===== config.mk =====
export PLATFORM = sky130hd
export DESIGN_NAME = xptr_unit
export DESIGN_NICKNAME = d
export VERILOG_FILES = /design/src/rtl/xptr_pkg.sv /design/src/rtl/xptr_decode.sv /design/src/rtl/xptr_dptr.sv /design/src/rtl/xptr_stack.sv /design/src/rtl/xptr_unit.sv
export SDC_FILE = /design/constraint.sdc
export NUM_CORES = 1
export LEC_CHECK = 0
export BUFFER_PORTS_ARGS = -buffer_cell sky130_fd_sc_hd__buf_2
export CAP_MARGIN = 20
export CORE_MARGIN = 3
export CORE_UTILIZATION = 50
export CTS_BUF_LIST = sky130_fd_sc_hd__clkbuf_4
export CTS_CLUSTER_DIAMETER = 30
export DETAILED_ROUTE_END_ITERATION = 10
export PLACE_DENSITY = 0.73
export SYNTH_ARGS = -nofsm -noshare
export SYNTH_HDL_FRONTEND = slang
export SYNTH_HIERARCHICAL = 1
export SYNTH_SLANG_ARGS = --single-unit

===== constraint.sdc =====
create_clock -name clk -period 6 [get_ports clk]
set_clock_uncertainty 0.15 [all_clocks]
set_input_delay 0.3 -clock clk [delete_from_list [all_inputs] [get_ports clk]]
set_output_delay 0.3 -clock clk [all_outputs]
set_load 0.005 [all_outputs]

===== src/rtl/xptr_pkg.sv =====
`timescale 1ns/1ps
package xptr_pkg;
  localparam int OPC_W = 8;

  localparam logic [OPC_W-1:0] OPC_LJMP  = 8'h02;
  localparam logic [OPC_W-1:0] OPC_LCALL = 8'h12;
  localparam logic [OPC_W-1:0] OPC_LRET  = 8'h22;
  localparam logic [OPC_W-1:0] OPC_JIDX  = 8'h73;
  localparam logic [OPC_W-1:0] OPC_LDPTR = 8'h90;
  localparam logic [OPC_W-1:0] OPC_CRD   = 8'h93;
  localparam logic [OPC_W-1:0] OPC_INCP  = 8'hA3;
  localparam logic [OPC_W-1:0] OPC_XRD   = 8'hE0;
  localparam logic [OPC_W-1:0] OPC_XWR   = 8'hF0;

  typedef struct packed {
    logic ljmp;
    logic lcall;
    logic lret;
    logic jidx;
    logic ldptr;
    logic crd;
    logic incp;
    logic xrd;
    logic xwr;
  } xop_dec_t;

  typedef enum logic [1:0] {SQ_IDLE, SQ_PUSH, SQ_POP} seq_state_e;
  typedef enum logic [1:0] {RD_IDLE, RD_WAIT, RD_TAKE} rd_state_e;
endpackage


===== src/rtl/xptr_decode.sv =====
`timescale 1ns/1ps
module xptr_decode
  import xptr_pkg::*;
(
  input  logic [OPC_W-1:0] opc,
  output xop_dec_t         dec
);
  always_comb begin
    dec       = '0;
    dec.ljmp  = (opc == OPC_LJMP);
    dec.lcall = (opc == OPC_LCALL);
    dec.lret  = (opc == OPC_LRET);
    dec.jidx  = (opc == OPC_JIDX);
    dec.ldptr = (opc == OPC_LDPTR);
    dec.crd   = (opc == OPC_CRD);
    dec.incp  = (opc == OPC_INCP);
    dec.xrd   = (opc == OPC_XRD);
    dec.xwr   = (opc == OPC_XWR);
  end
endmodule


===== src/rtl/xptr_dptr.sv =====
`timescale 1ns/1ps
module xptr_dptr #(
  parameter int AW = 24,
  parameter int DW = 8
) (
  input  logic          clk,
  input  logic          rst,
  input  logic          load,
  input  logic          inc,
  input  logic [AW-1:0] load_val,
  input  logic [DW-1:0] acc,
  output logic [AW-1:0] ptr_o,
  output logic [AW-1:0] sum_o
);
  localparam logic [AW-1:0] STEP = AW'(1);

  always_ff @(posedge clk) begin
    if (rst) begin
      ptr_o <= '0;
    end else if (load) begin
      ptr_o <= load_val;
    end else if (inc) begin
      ptr_o <= ptr_o + STEP;
    end
  end

  // pointer plus zero-extended accumulator, wraps at 2^AW
  assign sum_o = ptr_o + AW'(acc);
endmodule


===== src/rtl/xptr_stack.sv =====
`timescale 1ns/1ps
module xptr_stack
  import xptr_pkg::*;
#(
  parameter int            AW      = 24,
  parameter int            DW      = 8,
  parameter int            SPW     = 8,
  parameter logic [SPW-1:0] SP_INIT = 8'h07,
  parameter logic [AW-1:0]  BASE    = 24'h7F0000
) (
  input  logic           clk,
  input  logic           rst,
  input  logic           push_go,
  input  logic           pop_go,
  input  logic [AW-1:0]  push_val,
  output logic [SPW-1:0] sp_o,
  output logic           busy_o,
  output logic           done_o,
  output logic           pop_o,
  output logic [AW-1:0]  ret_val_o,
  output logic [AW-1:0]  stk_addr_o,
  output logic [DW-1:0]  stk_wdata_o,
  output logic           stk_wr_o,
  output logic           stk_rd_o,
  input  logic [DW-1:0]  stk_rdata_i
);
  localparam int NB = AW / DW;
  localparam int IW = $clog2(NB + 1);
  localparam logic [SPW-1:0] NB_S   = SPW'(NB);
  localparam logic [SPW-1:0] BACK_S = SPW'(NB - 1);
  localparam logic [SPW-1:0] ONE_S  = SPW'(1);
  localparam logic [IW-1:0]  NB_I   = IW'(NB);
  localparam logic [IW-1:0]  LAST_I = IW'(NB - 1);
  localparam logic [IW-1:0]  ONE_I  = IW'(1);

  seq_state_e     st;
  logic [IW-1:0]  idx;
  logic [IW-1:0]  ncap;
  logic [AW-1:0]  sh;
  logic           rd_seen;

  function automatic logic [AW-1:0] slot(input logic [SPW-1:0] off);
    return BASE + AW'(off);
  endfunction

  assign busy_o = (st != SQ_IDLE);

  always_ff @(posedge clk) begin
    if (rst) begin
      st          <= SQ_IDLE;
      sp_o        <= SP_INIT;
      idx         <= '0;
      ncap        <= '0;
      sh          <= '0;
      rd_seen     <= 1'b0;
      done_o      <= 1'b0;
      pop_o       <= 1'b0;
      ret_val_o   <= '0;
      stk_addr_o  <= '0;
      stk_wdata_o <= '0;
      stk_wr_o    <= 1'b0;
      stk_rd_o    <= 1'b0;
    end else begin
      done_o   <= 1'b0;
      stk_wr_o <= 1'b0;
      stk_rd_o <= 1'b0;
      rd_seen  <= stk_rd_o;
      case (st)
        SQ_IDLE: begin
          if (push_go) begin
            st          <= SQ_PUSH;
            stk_wr_o    <= 1'b1;
            stk_addr_o  <= slot(sp_o + ONE_S);
            stk_wdata_o <= push_val[DW-1:0];
            sh          <= push_val >> DW;
            idx         <= ONE_I;
          end else if (pop_go) begin
            st         <= SQ_POP;
            stk_rd_o   <= 1'b1;
            stk_addr_o <= slot(sp_o - BACK_S);
            idx        <= ONE_I;
            ncap       <= '0;
          end
        end
        SQ_PUSH: begin
          if (idx < NB_I) begin
            stk_wr_o    <= 1'b1;
            stk_addr_o  <= slot(sp_o + SPW'(idx) + ONE_S);
            stk_wdata_o <= sh[DW-1:0];
            sh          <= sh >> DW;
            idx         <= idx + ONE_I;
          end else begin
            st     <= SQ_IDLE;
            sp_o   <= sp_o + NB_S;
            done_o <= 1'b1;
            pop_o  <= 1'b0;
          end
        end
        SQ_POP: begin
          if (idx < NB_I) begin
            stk_rd_o   <= 1'b1;
            stk_addr_o <= slot(sp_o - BACK_S + SPW'(idx));
            idx        <= idx + ONE_I;
          end
          if (rd_seen) begin
            if (ncap == LAST_I) begin
              ret_val_o <= {stk_rdata_i, sh[AW-1:DW]};
              done_o    <= 1'b1;
              pop_o     <= 1'b1;
              sp_o      <= sp_o - NB_S;
              st        <= SQ_IDLE;
            end else begin
              sh   <= {stk_rdata_i, sh[AW-1:DW]};
              ncap <= ncap + ONE_I;
            end
          end
        end
        default: st <= SQ_IDLE;
      endcase
    end
  end
endmodule


===== src/rtl/xptr_unit.sv =====
`timescale 1ns/1ps
module xptr_unit
  import xptr_pkg::*;
#(
  parameter int             ADDR_W     = 24,
  parameter int             DATA_W     = 8,
  parameter int             SP_W       = 8,
  parameter logic [SP_W-1:0] SP_RESET   = 8'h07,
  parameter logic [ADDR_W-1:0] STACK_BASE = 24'h7F0000
) (
  input  logic              clk,
  input  logic              rst,
  input  logic              op_valid,
  input  logic [OPC_W-1:0]  op_code,
  input  logic [ADDR_W-1:0] op_imm,
  input  logic [DATA_W-1:0] acc_in,
  input  logic [ADDR_W-1:0] pc_next,
  output logic              busy,
  output logic              done,
  output logic              pc_load,
  output logic [ADDR_W-1:0] pc_out,
  output logic              acc_load,
  output logic [DATA_W-1:0] acc_out,
  output logic [SP_W-1:0]   sp_out,
  output logic [ADDR_W-1:0] ptr_out,
  output logic [ADDR_W-1:0] stk_addr,
  output logic [DATA_W-1:0] stk_wdata,
  output logic              stk_wr,
  output logic              stk_rd,
  input  logic [DATA_W-1:0] stk_rdata,
  output logic [ADDR_W-1:0] mem_addr,
  output logic [DATA_W-1:0] mem_wdata,
  output logic              mem_wr,
  output logic              mem_rd,
  output logic              code_rd,
  input  logic [DATA_W-1:0] mem_rdata
);
  xop_dec_t          dec;
  logic              accept;
  logic              stk_busy, stk_done, stk_pop;
  logic [ADDR_W-1:0] stk_ret;
  logic [ADDR_W-1:0] idx_sum;
  rd_state_e         rdst;
  logic [ADDR_W-1:0] pc_q, tgt_q;
  logic              pcld_q, done_q;

  assign accept = op_valid & ~busy;

  xptr_decode u_dec (
    .opc (op_code),
    .dec (dec)
  );

  xptr_dptr #(.AW(ADDR_W), .DW(DATA_W)) u_dptr (
    .clk      (clk),
    .rst      (rst),
    .load     (accept & dec.ldptr),
    .inc      (accept & dec.incp),
    .load_val (op_imm),
    .acc      (acc_in),
    .ptr_o    (ptr_out),
    .sum_o    (idx_sum)
  );

  xptr_stack #(
    .AW(ADDR_W), .DW(DATA_W), .SPW(SP_W), .SP_INIT(SP_RESET), .BASE(STACK_BASE)
  ) u_stk (
    .clk         (clk),
    .rst         (rst),
    .push_go     (accept & dec.lcall),
    .pop_go      (accept & dec.lret),
    .push_val    (pc_next),
    .sp_o        (sp_out),
    .busy_o      (stk_busy),
    .done_o      (stk_done),
    .pop_o       (stk_pop),
    .ret_val_o   (stk_ret),
    .stk_addr_o  (stk_addr),
    .stk_wdata_o (stk_wdata),
    .stk_wr_o    (stk_wr),
    .stk_rd_o    (stk_rd),
    .stk_rdata_i (stk_rdata)
  );

  always_ff @(posedge clk) begin
    if (rst) begin
      rdst      <= RD_IDLE;
      pc_q      <= '0;
      tgt_q     <= '0;
      pcld_q    <= 1'b0;
      done_q    <= 1'b0;
      acc_load  <= 1'b0;
      acc_out   <= '0;
      mem_addr  <= '0;
      mem_wdata <= '0;
      mem_wr    <= 1'b0;
      mem_rd    <= 1'b0;
      code_rd   <= 1'b0;
    end else begin
      pcld_q   <= 1'b0;
      done_q   <= 1'b0;
      acc_load <= 1'b0;
      mem_wr   <= 1'b0;
      mem_rd   <= 1'b0;
      code_rd  <= 1'b0;
      if (stk_done) begin
        pc_q <= stk_pop ? stk_ret : tgt_q;
      end
      if (accept) begin
        if (dec.ljmp) begin
          pc_q   <= op_imm;
          pcld_q <= 1'b1;
          done_q <= 1'b1;
        end else if (dec.jidx) begin
          pc_q   <= idx_sum;
          pcld_q <= 1'b1;
          done_q <= 1'b1;
        end else if (dec.ldptr | dec.incp) begin
          done_q <= 1'b1;
        end else if (dec.xwr) begin
          mem_wr    <= 1'b1;
          mem_addr  <= ptr_out;
          mem_wdata <= acc_in;
          done_q    <= 1'b1;
        end else if (dec.xrd) begin
          mem_rd   <= 1'b1;
          mem_addr <= ptr_out;
          rdst     <= RD_WAIT;
        end else if (dec.crd) begin
          code_rd  <= 1'b1;
          mem_addr <= idx_sum;
          rdst     <= RD_WAIT;
        end else if (dec.lcall) begin
          tgt_q <= op_imm;
        end
      end
      case (rdst)
        RD_WAIT: rdst <= RD_TAKE;
        RD_TAKE: begin
          acc_out  <= mem_rdata;
          acc_load <= 1'b1;
          done_q   <= 1'b1;
          rdst     <= RD_IDLE;
        end
        default: ;
      endcase
    end
  end

  assign busy    = (rdst != RD_IDLE) | stk_busy;
  assign done    = done_q | stk_done;
  assign pc_load = pcld_q | stk_done;
  assign pc_out  = stk_done ? (stk_pop ? stk_ret : tgt_q) : pc_q;
endmodule


==> reports/qor.yml <==
grt_max_degree: 100
hp-start: "op_code[3]"
worstReg2RegStart: "u_stk/st[0]"
pwr-share-clk_pct: 45.6
port_buffers: 210
cts_sinks: 204
postCtsSetupRepairBufs: 0
yosys_warnings: 6
grtUsageTotal_pct: 26.9
synth_cells: 1368
hold_viol_final: 0
reg2reg_slack_ns: 2.18
cts_made_buffers: 58
use_met1_pct: 37.4
finalNonFillerCells: 1942
worst_slew_pin_slew_ns: 1.06
h-tree-depth: 2
internal_power_mw: 2.09
drc: 0
fill_cells: 1923
gp_congestion: 0.911
async_reset_ff_share_pct: 0
p_sw_share_pct: 25.3
tritoncts: "built"
min_to: "u_stk/st[1]"
postLayoutCellArea_um2: 13700
hp-class: "input pin to flop"
path_class: "flop to flop"
nets: 1737
relSlewSlack_pct: 29.3
core-area_um2: 22000
use_met2_pct: 41.5
whs_ns: 0.115
p_leak_nw: 5.58
drive_gt1_share_pct: 21.4
post-route-util_pct: 62.4
peakVddDrop_v: 0.000130
synth_edf_count: 0
avgSynthCellArea_um2: 8.20
place_area_um2: 12200
top_usage_layer: "met2"
hold_depth: 5
overflow: 0
fmax_mhz: 262
drv_slew: 0
arrival_ns: 4.29
root_buffer: "clkbuf_4"
reg2reg_depth: 11
finalCritPeriodShare_pct: 63.7
rsz0062_at_grt: "false"
crit_required_ns: 6.48
grt_pass1_wl_mm: 53.9
final_cell_mix: "209 x buf_2, 204 x dfxtp_1, 184 x nand2_1, 157 x nor2_1, 99 x a21oi_1"
synth_top_area_share_pct: 36.4
ys_types: 80
clk_latency_ns: 0.72
comb_power_share_pct: 5.8
power_density_nw_per_um2: 204
synth.cell_area_um2: 11200
min_period_ns: 3.82
dieArea_um2: 24300
vias: 11100
path_clk_slew_ns: 0.06
yosysTopAreaCell: "dfxtp_1"
ant_nets: 0
pin_count: 220
critPathMaxFanout: 18
antenna_found_initial: 1
ys_top_cells_by_area: "dfxtp_1 36%, nand2_1 6.2%, nor2_1 5.3%"
area_growth_pct: 22.2
ys.flop_type: "dfxtp_1"
die_x_um: 156
maxCapViolCount: 0
wl_mm: 34.0
cts.path.max_buffers: 3
rows: 54
drtIter0Drc: 900
dp_cells: 1758
synth_seq_cells: 204
wl_per_cell_um: 17.5
r2r-end: "u_stk/sh[0]"
grt_pass1_vias: 10500
final_common_cell: "buf_2"
outcome: "finished, final reports clean"
p_seq_share_pct: 48.6
final-setup-viol-count: 0
tns_ns: 0
grtUsageMet3_pct: 5.16
seq_area_frac_synth_pct: 36.4
cp-end-kind: "flop"
dieHeight_um: 156
p_sw_mw: 0.710
crit_path_start_kind: "flop"
drtPass1Iterations: 5
avgViaCountPerCell: 5.73
hpwlAfterDp_mm: 22.9
start_util_pct: 51.1
==> final cells by class <==
type,instances,area [µm²],area share [%]
multi-input combinational,1000,6390,46.6
sequential,204,4080,29.8
timing repair buffer,302,1960,14.3
clock buffer,73,548,4.00
tap,280,350,2.56
inverter,53,199,1.45
clock inverter,29,179,1.31
antenna,1,2.50,0.0183
==> power by group through the flow <==
stage | registers, mW | logic (mW) | clock network [mW]
after global routing | 1.36 | 0.174 | 1.38
after global placement | 1.39 | 0.118 | 0
after detailed placement | 1.39 | 0.118 | 0
final | 1.36 | 0.162 | 1.28
after floorplan | 1.39 | 0.0638 | 0
after CTS | 1.36 | 0.158 | 1.31
==> critical path, stage by stage, from the launching register on <==
cell     delay [ns]
dfxtp_1        0.32
inv_1          0.09
ha_1           0.26
inv_1          0.20
and3b_1        0.64
and2_1         0.54
nor2b_1        0.12
a21oi_1        0.22
nand2_1        0.09
nor2_1         0.80
nor2_1         0.10
nor3_1         0.21
==> how the worst max path moves through the flow <==
stage	start	slack, ns	endpoint	depth (start not counted)
after global routing	u_stk/st[0]	1.75	u_stk/sh[12]	11
after CTS	u_stk/st[0]	2.23	u_stk/sh[0]	11
after global placement	u_stk/st[0]	2.38	u_stk/sh[8]	11
final	u_stk/st[0]	2.18	u_stk/sh[0]	11
after floorplan	u_stk/st[0]	3.09	u_stk/sh[13]	15
after detailed placement	u_stk/st[0]	2.23	u_stk/sh[11]	11
==> kinds of logic after synthesis <==
kind of cell	synth area share [%]
DFF	36.4
AOI/OAI and AO/OA	21.4
buffers and inverters	7.03
xor gates and xnor gates	5.07
and+or+nand+nor	20.9
muxes	5.01
other	0.0334
adders and majority gates	4.17
==> stage by stage <==
step,total power [mW],setup WS [ns]
floorplan,1.46,3.09
global placement,1.51,2.38
detailed placement,1.51,2.23
CTS,2.83,2.23
global route,2.92,1.75
finish,2.80,2.18
==> metal layers <==
| metal | up-vias | routed length (µm) |
|---|---|---|
| met5 | - | 0 |
| met4 | 0 | 782 |
| met3 | 64 | 2760 |
| met2 | 484 | 15500 |
| met1 | 5249 | 14900 |
| li1 | 5338 | - |
==> sequential cells by signal, summed over array words and instances, names as in the netlist, 2 cells and up <==
name               flops
mem_addr              24
pc_q                  24
tgt_q                 24
u_dptr/ptr_o          24
u_stk/ret_val_o       24
u_stk/sh              24
u_stk/stk_addr_o       9
acc_out                8
mem_wdata              8
u_stk/sp_o             8
u_stk/stk_wdata_o      8
rdst                   2
u_stk/idx              2
u_stk/ncap             2
u_stk/st               2
==> what timing repair did <==
item                      in CTS  in global routing
gates resized for setup        0                  0
hold buffers                  79                  0
hold endpoints to repair     142                  0
==> cell usage after synthesis, types with 20 or more instances <==
| cell | instances |
|---|---|
| dfxtp_1 | 204 |
| nand2_1 | 184 |
| nor2_1 | 157 |
| a21oi_1 | 99 |
| clkbuf_1 | 68 |
| mux2i_1 | 55 |
| inv_1 | 51 |
| xnor2_1 | 43 |
| a221oi_1 | 40 |
| o21ai_0 | 40 |
| o22ai_1 | 33 |
| ha_1 | 31 |
| a21o_1 | 29 |
| nand3_1 | 28 |
| nor3_1 | 26 |
| xor2_1 | 22 |
| a311oi_2 | 20 |
| buf_4 | 20 |
No activity file was read; power rests on OpenSTA's default activity.
